File: config.mk
export PLATFORM = sky130hd
export DESIGN_NAME = intgate_fetch
export DESIGN_NICKNAME = d
export VERILOG_FILES = /design/src/rtl/igf_pkg.sv /design/src/rtl/igf_gate_decode.sv /design/src/rtl/igf_canon_chk.sv /design/src/rtl/intgate_fetch.sv
export SDC_FILE = /design/constraint.sdc
export NUM_CORES = 1
export LEC_CHECK = 0
export ABC_AREA = 0
export BUFFER_PORTS_ARGS = -buffer_cell sky130_fd_sc_hd__buf_4
export CORE_ASPECT_RATIO = 0.8
export CORE_MARGIN = 8
export CORE_UTILIZATION = 45
export DETAILED_ROUTE_END_ITERATION = 10
export PLACE_DENSITY = 0.74
export SLEW_MARGIN = 30
export SYNTH_ARGS = -nofsm -noshare
export SYNTH_HDL_FRONTEND = slang
export SYNTH_HIERARCHICAL = 1
export SYNTH_SLANG_ARGS = --single-unit
export TNS_END_PERCENT = 30
File: constraint.sdc
create_clock -name clk -period 9.8 [get_ports clk]
set_clock_uncertainty 0.2 [all_clocks]
set_input_delay 1.96 -clock clk [delete_from_list [all_inputs] [get_ports clk]]
set_output_delay 1.96 -clock clk [all_outputs]
set_load 0.02 [all_outputs]
File: src/rtl/igf_pkg.sv
package igf_pkg;
    typedef enum logic [2:0] {
        ST_IDLE    = 3'd0,
        ST_REQ_LO  = 3'd1,
        ST_WAIT_LO = 3'd2,
        ST_REQ_HI  = 3'd3,
        ST_WAIT_HI = 3'd4,
        ST_REQ_CS  = 3'd5,
        ST_WAIT_CS = 3'd6
    } igf_state_e;

    localparam int QW_W       = 64;
    localparam int QW_BYTES   = 8;
    localparam int GATE_SHIFT = 4;
    localparam int TYPE_LSB   = 40;
    localparam int SEL_LSB    = 16;
    localparam int IST_LSB    = 32;
    localparam int TI_BIT     = 2;
    localparam logic [3:0] TYPE_MASK = 4'hE;
    localparam logic [7:0] IDX_MASK  = 8'hF8;
endpackage

File: src/rtl/igf_gate_decode.sv
module igf_gate_decode
    import igf_pkg::*;
(
    input  logic [QW_W-1:0] gate_lo,
    input  logic [QW_W-1:0] gate_hi,
    output logic            type_ok,
    output logic [15:0]     sel,
    output logic            sel_local,
    output logic [7:0]      sel_index,
    output logic [QW_W-1:0] target,
    output logic [2:0]      ist
);
    logic [3:0] gtype;

    always_comb begin
        gtype     = gate_lo[TYPE_LSB +: 4];
        type_ok   = (gtype & TYPE_MASK) == TYPE_MASK;
        sel       = gate_lo[SEL_LSB +: 16];
        sel_local = sel[TI_BIT];
        sel_index = sel[7:0] & IDX_MASK;
        target    = {gate_hi[31:0], gate_lo[63:48], gate_lo[15:0]};
        ist       = gate_lo[IST_LSB +: 3];
    end
endmodule

File: src/rtl/igf_canon_chk.sv
module igf_canon_chk #(
    parameter int ADDR_W  = 64,
    parameter int VA_BITS = 48
) (
    input  logic [ADDR_W-1:0] addr,
    output logic              ok
);
    localparam int HI_W = ADDR_W - VA_BITS + 1;

    logic [HI_W-1:0] upper;

    always_comb begin
        upper = addr[ADDR_W-1:VA_BITS-1];
        ok    = (&upper) | ~(|upper);
    end
endmodule

File: src/rtl/intgate_fetch.sv
module intgate_fetch
    import igf_pkg::*;
#(
    parameter int ADDR_W  = 64,
    parameter int VEC_W   = 8,
    parameter int VA_BITS = 48
) (
    input  logic              clk,
    input  logic              rst_n,
    input  logic              vec_valid,
    input  logic [VEC_W-1:0]  vec_num,
    input  logic [ADDR_W-1:0] idt_base,
    input  logic [ADDR_W-1:0] gdt_base,
    input  logic [ADDR_W-1:0] ldt_base,
    input  logic              priv_fail,
    output logic              rd_req_valid,
    input  logic              rd_req_ready,
    output logic [ADDR_W-1:0] rd_req_addr,
    input  logic              rd_rsp_valid,
    input  logic [QW_W-1:0]   rd_rsp_data,
    output logic              busy,
    output logic              done,
    output logic              fault,
    output logic [QW_W-1:0]   hdl_addr,
    output logic [15:0]       cs_sel,
    output logic [QW_W-1:0]   cs_desc,
    output logic [2:0]        ist_idx
);
    typedef struct packed {
        igf_state_e        st;
        logic [VEC_W-1:0]  vec;
        logic [QW_W-1:0]   lo;
        logic [QW_W-1:0]   hi;
        logic [QW_W-1:0]   cd;
        logic              done;
        logic              fault;
    } igf_regs_t;

    igf_regs_t r_q, r_d;

    logic            type_ok, sel_local, canon_ok;
    logic [7:0]      sel_index;
    logic [QW_W-1:0] target;
    logic [ADDR_W-1:0] gate_addr;

    igf_gate_decode u_dec (
        .gate_lo   (r_q.lo),
        .gate_hi   (r_q.hi),
        .type_ok   (type_ok),
        .sel       (cs_sel),
        .sel_local (sel_local),
        .sel_index (sel_index),
        .target    (target),
        .ist       (ist_idx)
    );

    igf_canon_chk #(.ADDR_W(QW_W), .VA_BITS(VA_BITS)) u_canon (
        .addr (target),
        .ok   (canon_ok)
    );

    always_comb begin
        r_d       = r_q;
        r_d.done  = 1'b0;
        r_d.fault = 1'b0;
        unique case (r_q.st)
            ST_IDLE: if (vec_valid) begin
                r_d.vec = vec_num;
                r_d.st  = ST_REQ_LO;
            end
            ST_REQ_LO: if (rd_req_ready) r_d.st = ST_WAIT_LO;
            ST_WAIT_LO: if (rd_rsp_valid) begin
                r_d.lo = rd_rsp_data;
                r_d.st = ST_REQ_HI;
            end
            ST_REQ_HI: if (rd_req_ready) r_d.st = ST_WAIT_HI;
            ST_WAIT_HI: if (rd_rsp_valid) begin
                r_d.hi = rd_rsp_data;
                if (priv_fail || !type_ok) begin
                    r_d.fault = 1'b1;
                    r_d.st    = ST_IDLE;
                end else begin
                    r_d.st = ST_REQ_CS;
                end
            end
            ST_REQ_CS: if (rd_req_ready) r_d.st = ST_WAIT_CS;
            ST_WAIT_CS: if (rd_rsp_valid) begin
                r_d.cd = rd_rsp_data;
                r_d.st = ST_IDLE;
                if (priv_fail || !canon_ok) r_d.fault = 1'b1;
                else                        r_d.done  = 1'b1;
            end
            default: r_d.st = ST_IDLE;
        endcase
    end

    always_ff @(posedge clk or negedge rst_n) begin
        if (!rst_n) r_q <= '0;
        else        r_q <= r_d;
    end

    always_comb begin
        gate_addr    = idt_base + (ADDR_W'(r_q.vec) << GATE_SHIFT);
        rd_req_valid = (r_q.st == ST_REQ_LO) || (r_q.st == ST_REQ_HI) ||
                       (r_q.st == ST_REQ_CS);
        unique case (r_q.st)
            ST_REQ_HI: rd_req_addr = gate_addr + ADDR_W'(QW_BYTES);
            ST_REQ_CS: rd_req_addr = (sel_local ? ldt_base : gdt_base) +
                                     ADDR_W'(sel_index);
            default:   rd_req_addr = gate_addr;
        endcase
        busy     = r_q.st != ST_IDLE;
        done     = r_q.done;
        fault    = r_q.fault;
        hdl_addr = target;
        cs_desc  = r_q.cd;
    end


    req_hold_chk: assert property (@(posedge clk) disable iff (!rst_n)
        rd_req_valid && !rd_req_ready |=> rd_req_valid && $stable(rd_req_addr));


    pulse_excl_chk: assert property (@(posedge clk) disable iff (!rst_n)
        !(done && fault));


    done_pulse_chk: assert property (@(posedge clk) disable iff (!rst_n)
        done |=> !done);


    fault_pulse_chk: assert property (@(posedge clk) disable iff (!rst_n)
        fault |=> !fault);


    idle_no_req_chk: assert property (@(posedge clk) disable iff (!rst_n)
        !busy |-> !rd_req_valid);


    done_canon_chk: assert property (@(posedge clk) disable iff (!rst_n)
        done |-> canon_ok);


    done_type_chk: assert property (@(posedge clk) disable iff (!rst_n)
        done |-> type_ok);
endmodule

## Yosys cells after proc, flatten, opt, wreduce, memory -nomap -nowiden

Index checks and enable logic that the tools add are counted.

- Register bits after elaboration: 173
- Input bits: 270
- Output and inout port bits: 215
- Logic and storage cells: 59

- Add/sub/neg operators: 3
- Equality and inequality tests: 14
- Mux-type cells: 18
- Bitwise logic cells: 2
- Reduce and logical (&&, ||, !) cells: 15

Operators with widths:

| kind | number |
|---|---|
| $pmux 64 s2 | 1 |
| $add 64x12->64 | 1 |
| $add 64x4->64 const B | 1 |
| $add 64x8->64 | 1 |
| $mux 64 | 1 |
| $mux 3 | 7 |
| $pmux 3 s7 | 1 |
| $reduce_and 17->1 | 1 |
| $reduce_or 17->1 | 1 |
| $ne 2x2->1 const B | 7 |
| $eq 3x3->1 const B | 4 |
| $mux 11 | 1 |
| $reduce_and 2->1 | 4 |
| $reduce_and 7->1 | 1 |
| $eq 3x2->1 const B | 2 |
| $mux 1 | 5 |
| $logic_or 1x1->1 | 4 |
| $eq 3x1->1 const B | 1 |
| $logic_not 3->1 | 1 |
| $reduce_bool 3->1 | 1 |
| $logic_not 1->1 | 2 |
| $mux 2 | 1 |
| $pmux 1 s2 | 1 |
| $not 1->1 | 1 |
| $or 1x1->1 | 1 |

## Logic depth before layout (Yosys ltp)

Gate-level depths: netlist (run 1).

- Depth in word-level cells: 8
- Gate-level depth with buffers: 22
- Depth with buffers taken out: 13

## Modules after synthesis

Netlist (run 1), hierarchy kept.

By module, submodules not included:

| module | times used | cells each | area each (µm²) | seq. area each (µm²) |
|---|---|---|---|---|
| intgate_fetch | 1 | 1484 | 14436.3 | 5129.9 |
| igf_gate_decode | 1 | 94 | 700.7 | 0.0 |
| igf_canon_chk | 1 | 12 | 98.8 | 0.0 |

## Least setup slack after synthesis (run 1)

No wires, ideal clock.

- Kind: input port to output port
- Start point: input port idt_base[4]
- End point: output port rd_req_addr[40]
- Data arrival time: 5.751 ns
- Data required time: 7.640 ns
- Slack: 1.889 ns
- Stages: 13
- Path buffers: 1
- Cell sequence: ha_1 fa_1 a211oi_1 o21ai_1 xnor2_1 or4_1 nor3_1 nor4b_1 nand3_1 clkbuf_1 nor4_1 xor2_1 o221ai_1

- Word-level cells in the longest chain between the ends: 3

Ends and longest elaborated chain:

| element | RTL line | source |
|---|---|---|
| from (decl) | intgate_fetch.sv:12 | `input logic [ADDR_W-1:0] idt_base,` |
| $add 64x12->64 (*) | intgate_fetch.sv:103 | `gate_addr = idt_base + (ADDR_W'(r_q.vec) << GATE_SHIFT);` |
| $add 64x4->64 | intgate_fetch.sv:107 | `ST_REQ_HI: rd_req_addr = gate_addr + ADDR_W'(QW_BYTES);` |
| $pmux 64 s2 (*) | intgate_fetch.sv:106 | `unique case (r_q.st)` |
| to (decl) | intgate_fetch.sv:18 | `output logic [ADDR_W-1:0] rd_req_addr,` |

Mark *: on every way between the ends. The rest lies on a longest branch, timed or not.

## Final worst setup path (run 1)

- Start point: input port idt_base[10]
- End point: output port rd_req_addr[60]

The elaborated chain is that of the path after synthesis.

==> results of run 1 <==
## flip-flops by register name (all words and copies together) (netlist names)
signal / cells
fault: 1
r_q: 97
done: 1
cs_desc: 64
## layer usage
layer  GRT usage (%)  vias to the layer above  part of all wire [%]  wire (um)
met5               0                        -                 0.023         13
met4            10.7                        2                   3.1       1730
met3            10.6                       86                    11       6360
met2            43.3                      667                    44      24400
met1            38.3                     6348                    41      22800
li1                -                     5913                     -          -
## per-stage QoR
| stage | worst slack, ns | utilization, % |
|---|---|---|
| CTS | 0.986 | 57.2 |
| global placement | 1.12 | 54.9 |
| finish | 0.895 | 57.3 |
| detailed placement | 1.00 | 54.9 |
| floorplan | 1.89 | - |
| global route | 0.780 | 57.3 |
## cell type report
class	instances	area, um2
fillers	2644	12900
clock inverters	15	263
inverters	19	71.3
clock buffers	17	425
diodes	7	17.5
multi-input cells	1101	8150
well taps	413	517
repair buffers	499	3750
flip-flops and latches	163	4080
## critical path, cell delays in order
cell,delay [ns]
buf_4,0.11
ha_1,0.44
nand3_2,0.16
or4_1,0.68
a211o_1,0.43
or4_1,0.46
a221o_2,0.49
nor4b_4,0.34
nand4b_1,0.54
or2_1,0.45
o31a_1,0.25
a211o_1,0.26
buf_4,0.16
## report_power, final
| part | leakage, uW | internal (uW) | switching, uW | total (uW) |
|---|---|---|---|---|
| clock network | 0.000333 | 487 | 296 | 782 |
| logic | 0.00512 | 1260 | 1690 | 2950 |
| registers | 0.00202 | 1010 | 276 | 1280 |
## path summary, 6_finish.rpt
| kind | depth (start not counted) | slack (ns) | start | endpoint |
|---|---|---|---|---|
| setup / recovery | 13 | 0.89 | idt_base[10] | rd_req_addr[60] |
| hold / removal | 1 | 0.31 | r_q[172] | r_q[172] |
| setup reg to reg | 4 | 7.38 | r_q[203] | r_q[192] |
| max in group asynchronous | 2 | 6.76 | rst_n | r_q[148] |
| hold reg to reg | 1 | 0.31 | r_q[172] | r_q[172] |
| min in group asynchronous | 1 | 1.39 | rst_n | cs_desc[54] |
## cells in the final DEF, fill, tap and decap left out, types with 10 or more instances in the layout
master,count
buf_4,497
mux2_2,173
dfrtp_1,162
nand2_1,120
nor2_1,88
xnor2_1,76
xor2_1,64
nand3_1,55
a21oi_1,45
nor3_1,41
o21ai_0,39
mux2i_1,37
nor4_1,26
nand4_1,24
o221ai_1,24
nand3b_1,22
inv_1,19
nor2b_1,18
ha_1,17
clkbuf_16,17
a22oi_1,14
a211oi_1,11
or2_2,11
o211ai_1,11
and2_1,11
or3_1,10
nand2b_1,10
==> out/summary.txt, run 1 <==
CTS-repair resized insts - 0
GRT Util Overall - 29.1%
Core footprint - 30,200 um2
Post-DP HPWL - 44,900 um
Iter 0 DRT Violations - 1,188
Ys Warns - 6
Post-route setup TNS - 0 ns
Worst Tran Pin Value - 0.980 ns
Hold Vio Cnt, Final - 0
Clock buffer depth - 2
Initial Utilization - 45.4%
Die Wd - 211 um
Num CTS Buffers - 17
DR DRC count - 0
Peak supply drop - 0.200 mV
Finished Layout Cells - 2,234
Max-slew violations - 0
Drt pass-1 iters - 5
Grt total ovfl - 0
Wire per inst - 24.8 um
Crit Path Category - in -> out
Leakage Power - 0.00747 uW
Req. time, crit path - 7.64 ns
FMAX - 112 MHz
Worst Setup End Kind - primary output
Share of layout cells above drive strength 1 - 41.0%
First-pass GRT wire length - 80,000 um
Post-route total power - 5010 uW
Worst skew pair latency - 0.42 ns
Post-DP Area - 16,600 um2
Worst-path clk slew - 0.07 ns
Pwr/cell area - 290 nW/um2
Syn Area/Cell - 9.12 um2
Max Cap Violations - 0
WP data arrival - 6.75 ns
Max-slew headroom - 34.5%
Finished Cell Area - 17,300 um2
Vias per cell - 5.83
CTS root buf - clkbuf_16
Port bufs - 484
Post-CTS setup buffer count - 0
Worst hold margin - 0.307 ns
Mapped Cells - 1,503
# rows - 57
Post-layout min period - 8.91 ns
Hold-fix buffers, CTS - 0
Period utilization - 90.9%
Global placer's final weighted congestion - 0.993
Die Ht - 172 um
Total Wirelength - 55,300 um
Vias in the first global route - 12,700
HP Class - reg -> reg
Largest net degree at the start of global routing - 90
Post-synthesis instance area - 13,700 um2
# IOs - 485
Die Area - 36,300 um2
Status - finished, final reports clean
Nature of the critical path startpoint - input port
Final setup violating endpoints - 0
DR vias - 13,000
Clock Sinks - 163
Nets - 2,090
RSZ-0062 raised after global routing - no
Htree depth - 4
Initial antenna violation count - 4
CTS tree - done
Crit Path Max Fanout - 11
Area grow syn2layout - 26.2%
Placed cell count - 2,195
Final ANT Viol Nets - 0
No activity file was read; power rests on OpenSTA's default activity.
==> run 2, diff against run 1 <==
Settings changed: BUFFER_PORTS_ARGS -buffer_cell sky130_fd_sc_hd__buf_4 to -buffer_cell sky130_fd_sc_hd__buf_2, CORE_UTILIZATION 45 to 40, PLACE_DENSITY 0.74 to 0.67.
==> run 2 against run 1 <==
Compared with the run above:
- cell count rose by 1.1%
- clock power fell by 14%
- sequential share of layout area rose by 1.9 points
- count of clock-buffer cells in the layout rose by 3
- cell area fell by 7.3%
- core utilization fell by 9.8 points
- non-clock buffer count rose by 1
- die area rose by 11%
- power fell by 8.6%
- combinational power fell by 9.8%
==> out/summary.txt, run 2 (synthesis results as in run 1) <==
Sequential Power Share - 27.4% (+1.8 points)
Critical Path Max Stage Delay - 0.69 ns (about the same)
Total Wirelength - 52,700 um (-4.8%)
Worst Setup End Kind - primary output
Die Ht - 182 um (+5.5%)
Switching share of power - 47.7% (+2.6 points)
Worst-path clk slew - 0.06 ns (about the same)
Max Cap Violations - 0 (unchanged)
DR DRC count - 0 (unchanged)
Largest net degree at the start of global routing - 98 (+8.9%)
Nets - 2,091 (+0.048%)
RSZ-0062 raised after global routing - no
Pre-CTS setup slack - 1.00 ns (-0.00154 ns)
CP Depth - 13 (unchanged)
CTS-repair resized insts - 0 (unchanged)
Worst skew pair latency - 0.42 ns (about the same)
Share of layout cells above drive strength 1 - 40.9% (-0.078 points)
Die Wd - 223 um (+5.6%)
CTS tree - done
Final ANT Viol Nets - 0 (unchanged)
Top Family by Delay on Critical Path - simple AND/OR/NAND/NOR gates
Vias in the first global route - 12,600 (-0.38%)
HP Class - reg -> reg
Leakage Power - 0.00706 uW (-5.6%)
Worst Tran Pin Value - 0.963 ns (-0.0171 ns)
Post-route total power - 4580 uW (-8.6%)
Req. time, crit path - 7.64 ns (about the same)
Vias per cell - 5.70 (-2.2%)
R2R cell count - 4 (unchanged)
Grt peak-use layer - met2
Pwr/cell area - 286 nW/um2 (-1.3%)
Post-route setup TNS - 0 ns (unchanged)
Nature of the critical path startpoint - input port
Core footprint - 33,700 um2 (+12%)
Area grow syn2layout - 16.9%
Hold-fix buffers, CTS - 0 (unchanged)
Crit Path Category - in -> out
Grt total ovfl - 0 (unchanged)
Hold Vio Cnt, Final - 0 (unchanged)
Initial antenna violation count - 16 (+12)
Post-CTS setup buffer count - 0 (unchanged)
Peak supply drop - 0.205 mV (+2.6%)
CTS root buf - clkbuf_16
# rows - 60 (+5.3%)
WP data arrival - 6.76 ns (about the same)
Slowest stage cell, crit path - or4_1
Fill cells - 3,253 (+23%)
Int Pwr - 2400 uW (-13%)
Power share of the clock group - 14.7% (-0.9 points)
Post-DP HPWL - 43,100 um (-4.0%)
Met1 Resource Use GR - 34.5% (-3.9 points)
GRT Util Overall - 24.9% (-4.2 points)
Wire per inst - 23.3 um (-5.8%)
Global placer's final weighted congestion - 0.965 (-2.8%)
Met3 usage - 5.89% (-4.7 points)
Clock Sinks - 163 (unchanged)
Psw - 2190 uW (-3.3%)
Critical-path cell list - buf_2 > ha_1 > nand3_2 > or4_1 > a21o_1 > or4_1 > xnor2_1 > nor4b_4 > nand4b_1 > or2_1 > o31a_1 > a211o_1 > buf_2
Num CTS Buffers - 17 (unchanged)
Final setup violating endpoints - 0 (unchanged)
Port bufs - 484 (unchanged)
Max FFs per register - 97 (unchanged)
Die Area - 40,500 um2 (+11%)
Status - finished, final reports clean
DR vias - 12,900 (-1.1%)
Crit Path Max Fanout - 11 (unchanged)
Worst hold margin - 0.301 ns (-0.00612 ns)
Most frequent cells in the layout - buf_2 (483), mux2_2 (173), dfrtp_1 (162)
PnR worst setup slack - 0.883 ns (-0.0124 ns)
Clock buffer depth - 2 (unchanged)
Most common cell after layout, fill and taps aside - buf_2
First-pass GRT wire length - 78,400 um (-2.0%)
Post-layout min period - 8.92 ns (+0.0124 ns)
Combinational share of power - 57.9% (-0.9 points)
Max-slew headroom - 35.6% (+1.1 points)
FMAX - 112 MHz (-0.14%)
# IOs - 485 (unchanged)
Largest Register - r_q
GR Util met2 - 37.4% (-5.9 points)
Core Util, Final - 47.5% (-9.8 points)
Buf/Inv on CP - 2 (unchanged)
Iter 0 DRT Violations - 1,300 (+9.4%)
Hold-critical path depth - 1 (unchanged)
Max-slew violations - 0 (unchanged)
Period utilization - 91.0% (+0.13 points)
Initial Utilization - 40.6% (-4.8 points)
Drt pass-1 iters - 6 (+1)
Htree depth - 4 (unchanged)
-- run 2: cell types whose count changed in the layout (fill, tap and decap cells not counted), moves of 2 or more --
cell        change
buf_2         +483
bufinv_16       -4
clkinvlp_4      +2
buf_4         -481
clkbuf_1        +2
diode_2         +2
-- run 2: cell type report --
cell class | count | area [um2] | area share [%]
multi-input combinational | 1101 | 8150 | 50.9
clock buffer | 20 | 447 | 2.79
tap | 434 | 543 | 3.39
sequential | 163 | 4080 | 25.5
inverter | 19 | 71.3 | 0.445
antenna | 9 | 22.5 | 0.141
clock inverter | 12 | 146 | 0.914
timing repair buffer | 500 | 2550 | 15.9
-- run 2: power by group through the flow --
stage / sequential [uW] / combinational (uW) / clock [uW]
finish: 1260 / 2660 / 671
global route: 1300 / 2830 / 716
CTS: 1250 / 2660 / 687
detailed placement: 1260 / 2650 / 0
global placement: 1230 / 2620 / 0
floorplan: 1140 / 2230 / 0
-- run 2: worst register-to-register path, stage by stage (launching register included) --
cell,delay [ns]
dfrtp_1,0.64
nand2b_1,0.23
nor2_4,0.14
buf_4,0.61
mux2_2,0.49
-- run 2: per-stage QoR --
stage / instances / area, um2
after floorplan: 1505 / 13700
after global placement: 2217 / 15400
after detailed placement: 2217 / 15400
after CTS: 2249 / 16000
after global routing: 2258 / 16000
final: 2258 / 16000
-- run 2: path summary, 6_finish.rpt --
check	start	endpoint	slack [ns]
setup / recovery	idt_base[10]	rd_req_addr[60]	0.88
hold / removal	cs_desc[50]	cs_desc[50]	0.30
setup reg to reg	r_q[203]	r_q[141]	7.40
hold reg to reg	cs_desc[50]	cs_desc[50]	0.30
max in group asynchronous	rst_n	cs_desc[21]	6.51
min in group asynchronous	rst_n	cs_desc[19]	1.39
-- run 2: layer usage --
layer / vias to the layer above / part of all wire, %
met5: - / 0.023
met4: 2 / 3.4
met3: 83 / 7.9
met2: 599 / 44
met1: 6251 / 44
li1: 5933 / -
